--- src/rtl/port_watch_pkg.sv ---
package port_watch_pkg;
  typedef enum logic [1:0] {
    MD_OFF   = 2'd0,
    MD_CHG   = 2'd1,
    MD_PAT   = 2'd2,
    MD_SPARE = 2'd3
  } pw_mode_e;

  localparam logic [15:0] PW_IDENT = 16'h0001;
endpackage

--- src/rtl/pw_sync.sv ---
module pw_sync #(
  parameter int W      = 16,
  parameter int STAGES = 2
) (
  input  logic         clk_i,
  input  logic         rst_ni,
  input  logic [W-1:0] d_i,
  output logic [W-1:0] q_o
);
  logic [STAGES-1:0][W-1:0] chain;

  for (genvar s = 0; s < STAGES; s++) begin : g_stage
    if (s == 0) begin : g_first
      always_ff @(posedge clk_i or negedge rst_ni) begin
        if (!rst_ni) chain[0] <= '0;
        else         chain[0] <= d_i;
      end
    end else begin : g_next
      always_ff @(posedge clk_i or negedge rst_ni) begin
        if (!rst_ni) chain[s] <= '0;
        else         chain[s] <= chain[s-1];
      end
    end
  end

  assign q_o = chain[STAGES-1];
endmodule

--- src/rtl/pw_lane.sv ---
module pw_lane #(
  parameter int W = 16
) (
  input  logic [W-1:0] smp_i,
  input  logic [W-1:0] capt_i,
  input  logic [W-1:0] mask_i,
  input  logic [W-1:0] cmp_i,
  output logic         chg_o,
  output logic         pat_o
);
  function automatic logic any_change(input logic [W-1:0] now,
                                      input logic [W-1:0] last,
                                      input logic [W-1:0] ign);
    return |((now ^ last) & ~ign);
  endfunction

  function automatic logic pattern_ok(input logic [W-1:0] now,
                                      input logic [W-1:0] ref_w,
                                      input logic [W-1:0] ign);
    return ((now ^ ref_w) & ~ign) == '0;
  endfunction

  assign chg_o = any_change(smp_i, capt_i, mask_i);
  assign pat_o = pattern_ok(smp_i, cmp_i, mask_i);
endmodule

--- src/rtl/pw_ctrl.sv ---
module pw_ctrl
  import port_watch_pkg::*;
(
  input  logic     clk_i,
  input  logic     rst_ni,
  input  logic     strobe_i,
  input  pw_mode_e mode_i,
  input  logic     chg_any_i,
  input  logic     pat_all_i,
  input  logic     clr_i,
  output logic     fire_o,
  output logic     irq_o
);
  logic pat_prev;
  logic stat_q;

  always_comb begin
    fire_o = 1'b0;
    if (strobe_i) begin
      unique case (mode_i)
        MD_CHG:  fire_o = chg_any_i;
        MD_PAT:  fire_o = pat_all_i && !pat_prev;
        default: fire_o = 1'b0;
      endcase
    end
  end

  always_ff @(posedge clk_i or negedge rst_ni) begin
    if (!rst_ni)                pat_prev <= 1'b0;
    else if (mode_i != MD_PAT)  pat_prev <= 1'b0;
    else if (strobe_i)          pat_prev <= pat_all_i;
  end

  always_ff @(posedge clk_i or negedge rst_ni) begin
    if (!rst_ni)     stat_q <= 1'b0;
    else if (fire_o) stat_q <= 1'b1;
    else if (clr_i)  stat_q <= 1'b0;
  end

  assign irq_o = stat_q;
endmodule

--- src/rtl/port_watch.sv ---
module port_watch
  import port_watch_pkg::*;
#(
  parameter int NP     = 2,
  parameter int W      = 16,
  parameter int NSRC   = 4,
  parameter int STAGES = 2,
  localparam int SEL_W = (NSRC > 1) ? $clog2(NSRC) : 1
) (
  input  logic                 clk_i,
  input  logic                 rst_ni,
  input  logic [NP-1:0][W-1:0] port_i,
  input  logic [NSRC-1:0]      samp_src_i,
  input  logic [SEL_W-1:0]     samp_sel_i,
  input  logic [1:0]           mode_i,
  input  logic [NP-1:0][W-1:0] mask_i,
  input  logic [NP-1:0][W-1:0] cmp_i,
  input  logic                 clr_i,
  output logic [NP-1:0][W-1:0] capt_o,
  output logic [15:0]          id_o,
  output logic                 irq_o
);
  logic [NP-1:0][W-1:0] smp;
  logic [NP-1:0][W-1:0] capt_q;
  logic [NP-1:0]        chg_vec;
  logic [NP-1:0]        pat_vec;
  logic                 chg_any;
  logic                 pat_all;
  logic                 strobe;
  logic                 fire;
  pw_mode_e             mode;

  assign mode    = pw_mode_e'(mode_i);
  assign strobe  = samp_src_i[samp_sel_i];
  assign chg_any = |chg_vec;
  assign pat_all = &pat_vec;

  for (genvar p = 0; p < NP; p++) begin : g_port
    pw_sync #(.W(W), .STAGES(STAGES)) u_sync (
      .clk_i  (clk_i),
      .rst_ni (rst_ni),
      .d_i    (port_i[p]),
      .q_o    (smp[p])
    );

    pw_lane #(.W(W)) u_lane (
      .smp_i  (smp[p]),
      .capt_i (capt_q[p]),
      .mask_i (mask_i[p]),
      .cmp_i  (cmp_i[p]),
      .chg_o  (chg_vec[p]),
      .pat_o  (pat_vec[p])
    );

    always_ff @(posedge clk_i or negedge rst_ni) begin
      if (!rst_ni)   capt_q[p] <= '0;
      else if (fire) capt_q[p] <= smp[p];
    end
  end

  pw_ctrl u_ctrl (
    .clk_i     (clk_i),
    .rst_ni    (rst_ni),
    .strobe_i  (strobe),
    .mode_i    (mode),
    .chg_any_i (chg_any),
    .pat_all_i (pat_all),
    .clr_i     (clr_i),
    .fire_o    (fire),
    .irq_o     (irq_o)
  );

  assign capt_o = capt_q;
  assign id_o   = PW_IDENT;
endmodule

--- config.mk ---
export PLATFORM = sky130hd
export DESIGN_NAME = port_watch
export DESIGN_NICKNAME = d
export VERILOG_FILES = /design/src/rtl/port_watch_pkg.sv /design/src/rtl/pw_sync.sv /design/src/rtl/pw_lane.sv /design/src/rtl/pw_ctrl.sv /design/src/rtl/port_watch.sv
export SDC_FILE = /design/constraint.sdc
export NUM_CORES = 1
export LEC_CHECK = 0
export CAP_MARGIN = 25
export CORE_MARGIN = 2
export CORE_UTILIZATION = 60
export DETAILED_ROUTE_END_ITERATION = 6
export DONT_BUFFER_PORTS = 1
export PLACE_DENSITY = 0.84
export SLEW_MARGIN = 0
export SYNTH_ARGS = -nofsm -noshare
export SYNTH_HDL_FRONTEND = slang
export SYNTH_SLANG_ARGS = --single-unit
--- constraint.sdc ---
create_clock -name clk_i -period 5.9 [get_ports clk_i]
set_input_delay 0.59 -clock clk_i [delete_from_list [all_inputs] [get_ports clk_i]]
set_output_delay 0.59 -clock clk_i [all_outputs]
set_load 0.01 [all_outputs]
==> results_dict.tcl, run 1 <==
set metrics [dict create \
    clock_tree.htree_level_count 3 \
    post_synth_adder_cell_area_pct 0.626 \
    outcome "finished, final reports clean" \
    rsz0062_at_grt "false" \
    clkSlewWorstSetupHoldPaths_ps 100 \
    path_max_fanout 23 \
    ys_seq_elements 98 \
    fp.dieW_um 85.6 \
    netlist_area_mm2 0.00400 \
    routedWlPerCell_um 21.9 \
    clock_sink_count 98 \
    netlist.area_leader.share_pct 61.3 \
    clk_path_buf_depth 2 \
    timing.final.crit_period_ps 2940 \
    cpPeakStageDelay_ps 460 \
    synthFlopType "dfrtp_1" \
    synthXorXnorAreaFrac_pct 14.0 \
    synthMuxAreaShare_pct 11.6 \
    initial_core_util_pct 62.6 \
    drt_pass1_iterations 4 \
    fillerInstances 472 \
    timing.critical_path.from_type "flop" \
    placement.io_buffers 0 \
    groute.usage.overall_pct 22.8 \
    yosysWarningCount 0 \
    cell_with_the_largest_stage_delay_on_the_worst_path "dfrtp_1" \
    path_cells "xnor2_1 -> o22ai_1 -> nor4_1 -> nand4_1 -> and4b_4 -> a21oi_4 -> buf_4 -> mux2_2" \
    fmaxAchievable_ghz 0.340 \
    dp.final_hpwl_um 6060 \
    number_of_maximum_capacitance_constraint_violations 0 \
    grt_first_pass_wirelength_um 12200 \
    ant_nets 0 \
    synth_most_common_cell "dfrtp_1" \
    die_area_mm2 0.00733 \
    largest_family_of_logic_cells_by_synthesized_area "XOR/XNOR gates" \
    drt-vias-per-instance 5.70 \
    worst-setup-path-type "reg2reg" \
    total_leakage_power_nw 1.80 \
    setup.worst_path.end_class "flop" \
    post-route-period-util_pct 49.9 \
    final_design_area_no_fill_mm2 0.00424 \
    final_core_utilization_pct 66.4 \
    edff_count_synth 0 \
    synthDominantAreaCellType "dfrtp_1" \
    crit_buf_inv 1 \
    finalWirelength_um 7900 \
    number_of_cells_produced_by_synthesis 270 \
    setup_violations 0 \
    antenna_found_initial 1 \
    pins_over_their_slew_limit 0 \
    worst_skew_pair.late_latency_ps 360 \
    synth-async-reset-ratio_pct 100 \
    post_dp_cell_area_mm2 0.00400 \
    critPathRequiredTime_ps 6140 \
    grt_overflow_total 0 \
    nNetsFinal 387 \
    slew_headroom_pct 60.6 \
    gpl.final_weighted_congestion 0.843 \
    path_delay_family "simple AND/OR/NAND/NOR gates" \
    cts_tree "yes" \
    timing.final.hold_violations 0 \
    number_of_top_level_pins 156 \
    timing.clock.skew_ps 14.8 \
    per_instance_average_area_after_synthesis_um2 14.8 \
    compound_gate_portion_of_the_synthesized_area_pct 5.88 \
    remaining_drc_errors 0 \
    power.density_mw_per_mm2 376 \
    die_h_um 85.6 \
    ir_drop_mv 0.274 \
    hp-class "in2async" \
    synth.top_cells.by_area "dfrtp_1 61%, xnor2_1 14%, mux2_4 7.1%" \
    arrival_ps 3180 \
    cts-buffers-inserted 9 \
    cts_root_buffer "clkbuf_8" \
    floorplan.rows 29 \
    synth_sequential_area_ratio_pct 61.3 \
    vias 2057 \
    ys_top_cells_by_count "98 x dfrtp_1, 64 x xnor2_1, 30 x o22ai_1" \
    floorplan.core_area_mm2 0.00639 \
    grt_max_degree 99 \
    drt_iter0_drc 74 \
    post_cts_resized 0 \
    totalNegativeSetupSlack_ps 0 \
    post_synth_and_or_nand_nor_area_fraction_pct 2.19 \
    final_layout_size_suffix_gt1_share_pct 17.0 \
    vias_in_the_first_global_route 2208 \
    worst_slew_pin_slew_ps 586 \
    area_growth_syn_to_layout_pct 5.98 \
    synth.distinct_cells 23 \
]
==> state kept, by name (all words and copies together) (netlist names) <==
name / cells
g_port.u_sync.q_o: 32
u_ctrl.pat_prev: 1
capt_o: 32
g_port.u_sync.chain: 32
u_ctrl.irq_o: 1
==> timing repair <==
item                                   in CTS  in global routing
hold buffers                                1                  0
buffers inserted                            0                  0
endpoints found under the hold margin      98                  0
==> worst paths after layout <==
check	from	to	slack [ps]	cells after the start
hold reg to reg	g_port[0].u_sync.chain[11]	g_port[0].u_sync.q_o[11]	350	0
min in group clk_i	port_i[31]	g_port[1].u_sync.chain[15]	250	0
max in group asynchronous	rst_ni	capt_o[8]	5380	1
setup reg to reg	capt_o[17]	capt_o[26]	2960	8
hold / removal	rst_ni	g_port[1].u_sync.chain[13]	150	1
setup / recovery	capt_o[17]	capt_o[26]	2960	8
==> per-layer routing <==
| metal | share of wire (%) | GRT usage, % | up-vias |
|---|---|---|---|
| met4 | 1.9 | 7.65 | 0 |
| met2 | 51 | 37.0 | 95 |
| met3 | 9.5 | 9.91 | 11 |
| li1 | - | - | 926 |
| met1 | 37 | 27.6 | 1025 |
| met5 | 0 | 0 | - |
==> placed cells by master (no fill, tap or decap), types with 2 or more instances in the layout <==
master      n
inv_6       3
clkinv_4    3
conb_1     16
xnor2_1    64
dfrtp_1    98
mux2_1      7
ha_1        2
nor4_1      7
o2111ai_1   2
mux2_2      7
mux2_4     19
o22ai_1    30
inv_1       3
clkbuf_8    9
==> layout make-up <==
| cell class | instances | area, um2 | share of cell area (%) |
|---|---|---|---|
| flip-flops and latches | 98 | 2450 | 57.9 |
| multi-input cells | 164 | 1430 | 33.8 |
| clock buffers | 9 | 124 | 2.92 |
| well taps | 77 | 96.3 | 2.27 |
| clock inverters | 7 | 82.6 | 1.95 |
| repair buffers | 2 | 35.0 | 0.827 |
| inverters | 3 | 11.3 | 0.266 |
| diodes | 1 | 2.50 | 0.0590 |
==> where the power goes <==
part           internal, mW  leakage (nW)  switching [mW]
Clock                 0.203         0.105           0.238
Sequential            0.761          1.16           0.131
Combinational         0.162         0.537          0.0992
==> kinds of logic (layout without fill, tap and decap cells) <==
logic type               after synthesis  count (layout)
flip-flops                            98              98
XOR/XNOR                              64              64
AO/OA/AOI/OAI                         35              35
multiplexers                          34              34
buffers and inverters                 22              21
AND/OR/NAND/NOR                       13              13
adder cells (fa/ha/maj)                2               2
other                                  2              17
==> stage by stage <==
stage / std cells / worst slack, ps / hold slack (ps) / total power, mW
floorplan: 284 / 3800 / 294 / 1.10
finish: 361 / 2960 / 147 / 1.59
global placement: 343 / 2970 / 296 / 1.14
detailed placement: 343 / 2940 / 297 / 1.16
CTS: 360 / 2920 / 157 / 1.61
global route: 360 / 2790 / 160 / 1.67
==> worst register-to-register path, stage by stage, from the launching register on <==
cell and delay (ps):
dfrtp_1 460, xnor2_1 180, o22ai_1 160, nor4_1 450, nand4_1 140, and4b_4 220
a21oi_4 380, buf_4 460, mux2_2 390
No activity file was read; power rests on OpenSTA's default activity.
==> run 2: changes to the inputs <==
--- a/config.mk
+++ b/config.mk
@@ -7,10 +7,10 @@
 export LEC_CHECK = 0
 export CAP_MARGIN = 25
 export CORE_MARGIN = 2
-export CORE_UTILIZATION = 60
+export CORE_UTILIZATION = 56
 export DETAILED_ROUTE_END_ITERATION = 6
 export DONT_BUFFER_PORTS = 1
-export PLACE_DENSITY = 0.84
+export PLACE_DENSITY = 0.82
 export SLEW_MARGIN = 0
 export SYNTH_ARGS = -nofsm -noshare
 export SYNTH_HDL_FRONTEND = slang
==> constraint.sdc (replaced) <==
create_clock -name clk_i -period 2.6 [get_ports clk_i]
set_input_delay 0.26 -clock clk_i [delete_from_list [all_inputs] [get_ports clk_i]]
set_output_delay 0.26 -clock clk_i [all_outputs]
set_load 0.01 [all_outputs]
==> run 2 against run 1 <==
Effect of this change:
- non-clock buffer count is 36 higher
- via count up 5.8%
- clock-buffer cell count increased by 2
- global-route usage is 1.3 points lower
- power grew 140%
- sequential share of layout area fell by 5.2 points
- critical path type unchanged
- highest routed layer unchanged
==> results_dict.tcl, run 2 (synthesis results as in run 1) <==
set metrics [dict create \
    finalWirelength_um 8260 \
    dp.final_hpwl_um 5990 \
    worst_skew_pair.late_latency_ps 350 \
    final_cell_mix "98 x dfrtp_1, 64 x xnor2_1, 34 x dlygate4sd3_1" \
    cts-buffers-inserted 9 \
    drt_pass1_iterations 4 \
    timing.clock.skew_ps 10.6 \
    antenna_found_initial 0 \
    ant_nets 0 \
    grt_max_degree 99 \
    total_leakage_power_nw 1.96 \
    number_of_maximum_capacitance_constraint_violations 0 \
    die_area_mm2 0.00783 \
    clock_tree.htree_level_count 3 \
    ff_latch_area_mm2 0.00245 \
    ir_drop_mv 0.436 \
    path_max_fanout 14 \
    path_delay_family "simple AND/OR/NAND/NOR gates" \
    area_growth_syn_to_layout_pct 16.4 \
    drt_iter0_drc 75 \
    hp-class "in2reg" \
    groute.usage.overall_pct 21.5 \
    worst-setup-path-type "reg2reg" \
    nNetsFinal 423 \
    clkSlewWorstSetupHoldPaths_ps 100 \
    cpPeakStageDelay_ps 450 \
    clock_sink_count 98 \
    vias 2176 \
    timing.critical_path.from_type "flop" \
    clk_path_buf_depth 2 \
    cts_tree "yes" \
    number_of_top_level_pins 156 \
    cts_post_setup_buffers_inserted 0 \
    final_design_area_no_fill_mm2 0.00465 \
    final.setup.worst_slack_ps 145 \
    floorplan.rows 30 \
    drt-vias-per-instance 5.26 \
    rsz0062_at_grt "false" \
    die_h_um 88.5 \
    setup_violations 0 \
    placement.io_buffers 0 \
    final_layout_size_suffix_gt1_share_pct 15.7 \
    initial_core_util_pct 58.2 \
    pins_over_their_slew_limit 0 \
    outcome "finished, final reports clean" \
    routedWlPerCell_um 20.0 \
    gpl.final_weighted_congestion 0.780 \
    vias_in_the_first_global_route 2392 \
    post-route-period-util_pct 94.4 \
    post_dp_cell_area_mm2 0.00405 \
    layout_commonest_cell "dfrtp_1" \
    setup.worst_path.end_class "flop" \
    cell_with_the_largest_stage_delay_on_the_worst_path "dfrtp_1" \
    totalNegativeSetupSlack_ps 0 \
    floorplan.core_area_mm2 0.00687 \
    fp.dieW_um 88.5 \
    antenna_cells_inserted 0 \
    fmaxAchievable_ghz 0.407 \
    cts_root_buffer "clkbuf_8" \
    power_mw 3.75 \
    path_cells "xnor2_1 -> o22ai_1 -> nor4_1 -> nand4_1 -> and4b_4 -> a21oi_4 -> buf_4 -> mux2_2" \
    timing.final.hold_violations 0 \
    critPathRequiredTime_ps 2840 \
    remaining_drc_errors 0 \
    pre_cts_worst_setup_slack_ps 83.1 \
    crit_buf_inv 1 \
    grt_overflow_total 0 \
    timing.final.crit_period_ps 2460 \
    worst_hold_slack_ps 344 \
    grt_first_pass_wirelength_um 12300 \
    multi_input_area_mm2 0.00144 \
    fillerInstances 463 \
    arrival_ps 2690 \
    power.density_mw_per_mm2 806 \
]
==> run 2: cell types whose count changed in the layout (fill, tap and decap cells not counted), moves of 2 or more <==
| cell | before | now |
|---|---|---|
| clkinv_4 | 3 | 0 |
| dlygate4sd3_1 | 0 | 34 |
| clkbuf_8 | 9 | 11 |
| clkinvlp_4 | 0 | 2 |
| inv_6 | 3 | 0 |
==> run 2: power by group <==
group | internal [mW] | leakage (nW) | switching, mW
Sequential | 1.73 | 1.16 | 0.295
Combinational | 0.405 | 0.696 | 0.233
Clock | 0.589 | 0.108 | 0.503
==> run 2: worst reg2reg max path: cells and delay by family, from the launching register on <==
family,cells,cell delay (ps)
muxes,1,360
and+or+nand+nor,3,800
DFF,1,450
AOI/OAI and AO/OA,2,290
xor gates and xnor gates,1,160
buffers and inverters,1,280
==> run 2: per-stage QoR <==
step	cells	utilization (%)
global placement	364	59.0
finish	414	67.7
global route	414	67.7
CTS	413	67.5
detailed placement	364	59.0
floorplan	284	-
==> run 2: layer usage <==
layer  routed length, um  track usage [%]
met5                   0                0
met4                  36             6.61
met3                 619             6.53
met2                4310             36.4
met1                3290             26.8
==> run 2: cell type report <==
type / count / share of cell area, %
Timing Repair Buffer: 38 / 8.66
Tap cell: 96 / 2.58
Clock buffer: 11 / 3.25
Sequential cell: 98 / 52.7
Clock inverter: 4 / 1.61
Inverter: 3 / 0.242
Multi-Input combinational cell: 164 / 30.9
==> run 2: timing repair <==
| action | 4_1_cts | 5_1_grt |
|---|---|---|
| resized for setup | 0 | 1 |
| endpoints found under the setup margin | 0 | 5 |
| hold buffers | 34 | 1 |
| endpoints found under the hold margin | 130 | 1 |
==> run 2: path summary, 6_finish.rpt <==
kind                                            startpoint                   endpoint  slack [ps]  cells past startpoint
worst max register to register                   capt_o[7]                 capt_o[16]         140                      8
worst min-delay path                             mode_i[1]            u_ctrl.pat_prev         340                      3
worst max-delay path                             capt_o[7]                 capt_o[16]         140                      8
min in group asynchronous                           rst_ni                 capt_o[24]         500                      2
worst min register to register  g_port[1].u_sync.chain[12]   g_port[1].u_sync.q_o[12]         350                      0
max in group asynchronous                           rst_ni  g_port[1].u_sync.chain[8]        1740                      2
